===== src/rtl/uipi_post_seq.sv =====
module uipi_post_seq #(
  parameter int AW = 64,
  parameter int IW = 16
) (
  input  logic          clk,
  input  logic          rst_n,
  input  logic          start,
  input  logic [IW-1:0] index,
  input  logic [AW-1:0] tbl_base,
  input  logic [IW-1:0] tbl_size,
  input  logic          feat_en,
  input  logic          tt_en,
  input  logic          long_mode,
  input  logic          in_enclave,
  input  logic          apic_x2,
  output logic          busy,
  output logic          done,
  output logic          fault,
  output logic          fault_ud,
  output logic          mem_req,
  output logic          mem_we,
  output logic          mem_lock,
  output logic [AW-1:0] mem_addr,
  output logic [127:0]  mem_wdata,
  input  logic          mem_ack,
  input  logic [127:0]  mem_rdata,
  output logic          ipi_valid,
  output logic [7:0]    ipi_vec,
  output logic [31:0]   ipi_dest
);

  localparam int ESH = 4;

  typedef enum logic [1:0] {S_IDLE, S_ENT, S_DSC, S_WB} st_t;

  st_t           st;
  logic [AW-1:0] addr_q;
  logic [127:0]  data_q;
  logic [5:0]    uv_q;
  logic          notify_q;
  logic          x2_q;
  logic [127:0]  upd;

  wire ctx_ok  = feat_en && tt_en && long_mode && !in_enclave;
  wire ent_bad = !mem_rdata[0] || (|mem_rdata[7:1]);
  wire dsc_bad = (|mem_rdata[15:2]) || (|mem_rdata[31:24]);
  wire dsc_idle = !mem_rdata[0] && !mem_rdata[1];

  assign busy      = (st != S_IDLE);
  assign mem_req   = (st != S_IDLE);
  assign mem_we    = (st == S_WB);
  assign mem_lock  = (st == S_DSC) || (st == S_WB);
  assign mem_addr  = addr_q;
  assign mem_wdata = data_q;

  always_comb begin
    upd = mem_rdata;
    upd[7'd64 + {1'b0, uv_q}] = 1'b1;
    if (dsc_idle) upd[0] = 1'b1;
  end

  always_ff @(posedge clk) begin
    if (!rst_n) begin
      st        <= S_IDLE;
      addr_q    <= '0;
      data_q    <= '0;
      uv_q      <= '0;
      notify_q  <= 1'b0;
      x2_q      <= 1'b0;
      done      <= 1'b0;
      fault     <= 1'b0;
      fault_ud  <= 1'b0;
      ipi_valid <= 1'b0;
      ipi_vec   <= '0;
      ipi_dest  <= '0;
    end else begin
      done      <= 1'b0;
      fault     <= 1'b0;
      ipi_valid <= 1'b0;
      case (st)
        S_IDLE: if (start) begin
          if (!ctx_ok) begin
            fault    <= 1'b1;
            fault_ud <= 1'b1;
          end else if (index > tbl_size) begin
            fault    <= 1'b1;
            fault_ud <= 1'b0;
          end else begin
            addr_q <= tbl_base + (AW'(index) << ESH);
            x2_q   <= apic_x2;
            st     <= S_ENT;
          end
        end
        S_ENT: if (mem_ack) begin
          if (ent_bad) begin
            fault    <= 1'b1;
            fault_ud <= 1'b0;
            st       <= S_IDLE;
          end else begin
            uv_q   <= mem_rdata[13:8];
            addr_q <= AW'(mem_rdata[127:64]);
            st     <= S_DSC;
          end
        end
        S_DSC: if (mem_ack) begin
          if (dsc_bad) begin
            fault    <= 1'b1;
            fault_ud <= 1'b0;
            st       <= S_IDLE;
          end else begin
            data_q   <= upd;
            notify_q <= dsc_idle;
            st       <= S_WB;
          end
        end
        S_WB: if (mem_ack) begin
          done <= 1'b1;
          st   <= S_IDLE;
          if (notify_q) begin
            ipi_valid <= 1'b1;
            ipi_vec   <= data_q[23:16];
            ipi_dest  <= x2_q ? data_q[63:32] : {24'h0, data_q[47:40]};
          end
        end
        default: st <= S_IDLE;
      endcase
    end
  end

endmodule


===== config.mk =====
export PLATFORM = sky130hd
export DESIGN_NAME = uipi_post_seq
export DESIGN_NICKNAME = d
export VERILOG_FILES = /design/src/rtl/uipi_post_seq.sv
export SDC_FILE = /design/constraint.sdc
export NUM_CORES = 1
export LEC_CHECK = 0
export ABC_AREA = 0
export BUFFER_PORTS_ARGS = -buffer_cell sky130_fd_sc_hd__buf_2
export CORE_MARGIN = 4
export CORE_UTILIZATION = 30
export DETAILED_ROUTE_END_ITERATION = 10
export PLACE_DENSITY_LB_ADDON = 0.3
export SETUP_SLACK_MARGIN = 0.05
export SLEW_MARGIN = 0
export SYNTH_ARGS = -nofsm -noshare
export SYNTH_HDL_FRONTEND = slang
export SYNTH_SLANG_ARGS = --single-unit

===== constraint.sdc =====
create_clock -name clk -period 5 [get_ports clk]
set_input_delay 0.25 -clock clk [delete_from_list [all_inputs] [get_ports clk]]
set_output_delay 0.25 -clock clk [all_outputs]
set_load 0.1 [all_outputs]

==> flow_summary.ini <==
[run_status]
status = complete, no violations

[setup_path]
criticalPathCategory = in -> reg
path_max_fanout = 69
reg2reg_to = mem_wdata[112]
cp_slowest_stage_delay_ps = 710
rr_worst_depth = 8
cp-end-kind = flip-flop
critPathRequiredTime_ps = 5440
reg2reg_slack_ps = 1790
path_buf_inv = 3
path_common_cell = nor3_1
slowest_stage = nor3_1
path_cells = dlygate4sd3_1 > buf_2 > nor4_1 > nand2_1 > nor3_1 > nand2_4 > buf_4 > a211oi_1 > nor3_1
worst-path-stages = 9
r2r-start = st[0]
critPathArrivalTime_ps = 3670
cp_top_family = simple AND/OR/NAND/NOR gates
start_kind = input port

[clocking]
cts_buffers = 29
path_clk_slew_ps = 60
tritoncts = built
htreeDepth = 1
clk_path_buf_depth = 3
root_buffer = clkbuf_16
clock_sinks = 246
worstSkewPairLatency_ps = 580
post_cts_buffers = 0
ctsHoldBuffers = 97
cts_resized = 0

[timing]
fin_skew_ps = 23.33
fin_crit_ps = 3233
fin_setup_tns_ps = 0
max-slew-margin-rel_pct = 18.40
worst_slew_pin_slew_ps = 1219
finalCritPeriodShare_pct = 64.66
timing_hold_violations_final = 0
setup_viol = 0
fmax_ghz = 0.3093
drv_slew = 0
layout_setup_ws_ps = 1767
rsz0062_at_grt = false

[drt]
wire_per_inst_um = 22.59
drt-total-wl_um = 57220
dr_total_vias = 13795
drt-initial-drc-count = 970
viasPerCell = 5.446
drc = 0
ant_nets = 0
firstDrtPassIters = 6

[floorplanning]
placementRows = 73
dieArea_um2 = 43770
ios = 473
core_area_um2 = 39910
die_w_um = 209.2
die_y_um = 209.2
start_util_pct = 30.43

[worst_hold_path]
worstHoldEndpoint = mem_wdata[121]
hp-class = in -> reg
hp-start = mem_rdata[121]
whs_path_depth = 3

[flow_run]
max-cap-violations = 0

[power_and_ir_drop]
max-vdd-ir-drop_mv = 0.2660
cellLeakagePower_uw = 0.007305
p_total_uw = 5558
p_per_area_nw_per_um2 = 329.0

[global_routing]
grt_pass1_wl_um = 83960
antenna_found_initial = 7
grt_pass1_vias = 13404
overflow = 0
grt_usage_pct = 24.39
grt_max_degree = 97

[synth]
async_reset_ff_share_pct = 0
synth_cells = 1488
ys_seq_area_share_pct = 40.54
synth_flop_cell = dfxtp_1
yosysUniqueCellTypes = 79
yosysWarnings = 0
netlist_area_um2 = 12150
synth.avg_cell_area_um2 = 8.163
synth_edf_count = 0
synthesis.nets = 1758
ys_ff_latch = 246

[cells_and_area]
final_common_cell = buf_2
final_nets = 2255
most-common-layout-cells = buf_2 (471), dfxtp_1 (246), nand2_1 (179)
area_growth_pct = 39.07
final_cells = 2533
drive_above_1_share_pct = 28.10

[place]
dp_slack_ps = 1567
hpwl_um = 42750
dpl.cell_count = 2382
gp_congestion = 0.8837
port_buffers = 472
-- stage by stage --
stage | hold WS, ps | area (µm²) | util (%)
2_1_floorplan | 390.5 | 12150 | -
3_3_place_gp | 437.0 | 14870 | 37.26
3_5_place_dp | 444.9 | 14870 | 37.26
4_1_cts | 0.1969 | 16890 | 42.32
5_1_grt | 24.89 | 16890 | 42.32
6_report | 28.87 | 16890 | 42.32
-- power breakdown --
part           switching, µW  internal [µW]
Clock                    904           1440
Combinational            862            319
Sequential              28.7           2010
-- cells in the mapped netlist (6+ instances only) --
| cell | instances | area, µm² |
|---|---|---|
| dfxtp_1 | 246 | 4925 |
| nand2_1 | 180 | 675.7 |
| a21oi_1 | 120 | 600.6 |
| nor2_1 | 106 | 397.9 |
| clkbuf_1 | 98 | 367.9 |
| nor3_1 | 92 | 460.4 |
| nand3_1 | 86 | 430.4 |
| a211oi_1 | 84 | 630.6 |
| and3_1 | 45 | 281.5 |
| inv_1 | 37 | 138.9 |
| ha_1 | 36 | 450.4 |
| o211ai_1 | 32 | 240.2 |
| o21ai_0 | 25 | 125.1 |
| xnor2_1 | 25 | 219.0 |
| mux2i_1 | 21 | 210.2 |
| nand4_1 | 19 | 118.9 |
| o221ai_1 | 19 | 166.4 |
| buf_2 | 14 | 70.07 |
| xor2_1 | 12 | 105.1 |
| nand2b_1 | 10 | 62.56 |
| and4_1 | 9 | 78.83 |
| nor3b_1 | 9 | 67.56 |
| nor4_1 | 9 | 56.30 |
| o211a_1 | 9 | 90.09 |
| a31oi_1 | 7 | 43.79 |
| buf_1 | 7 | 26.28 |
| o2111ai_1 | 7 | 61.31 |
| or3_1 | 7 | 43.79 |
| a32o_1 | 6 | 60.06 |
-- state kept, by name, indices dropped and copies added (netlist names) --
name,cells
ipi_valid,1
fault_ud,1
uv_q,6
st,2
mem_wdata,128
x2_q,1
done,1
ipi_dest,32
ipi_vec,8
fault,1
mem_addr,64
notify_q,1
-- worst reg2reg max path, cell delays in order, from the launching register on --
cell and delay (ps):
dfxtp_1 330, inv_1 120, ha_1 270, nand4_1 130, nor3_1 680, nand2_4 590
buf_4 530, a211oi_1 350, nor3_1 70
-- worst max-delay path by stage --
stage,start,endpoint
3_3_place_gp,index[0],mem_addr[46]
6_report,mem_rdata[10],mem_wdata[112]
5_1_grt,mem_rdata[10],mem_wdata[109]
3_5_place_dp,index[0],mem_addr[46]
2_1_floorplan,index[0],mem_addr[38]
4_1_cts,mem_rdata[10],mem_wdata[115]
-- kinds of logic after synthesis --
family                     Yosys count  synth area share, %
adders and majority gates           37                3.873
buffers and inverters              162                5.295
AOI/OAI and AO/OA                  386                22.16
muxes                               21                1.731
DFF                                246                40.54
xor gates and xnor gates            37                2.668
and+or+nand+nor                    599                23.73
-- layout make-up --
| class | count | area [µm²] |
|---|---|---|
| fillers | 4002 | 23020 |
| diodes | 1 | 2.502 |
| multi-input cells | 1080 | 6621 |
| inverters | 38 | 147.6 |
| clock buffers | 38 | 799.5 |
| flip-flops and latches | 246 | 4925 |
| repair buffers | 590 | 3493 |
| clock inverters | 15 | 246.5 |
| well taps | 525 | 656.9 |
-- per-layer routing --
metal / track usage, % / vias to the layer above / part of all wire, %
met5: 0 / - / 0.023
met4: 7.921 / 2 / 3.7
met3: 5.450 / 126 / 7.8
met2: 42.21 / 672 / 49
met1: 30.10 / 6559 / 40
li1: - / 6436 / -
Note: power is estimated with default switching activity, not from simulation.
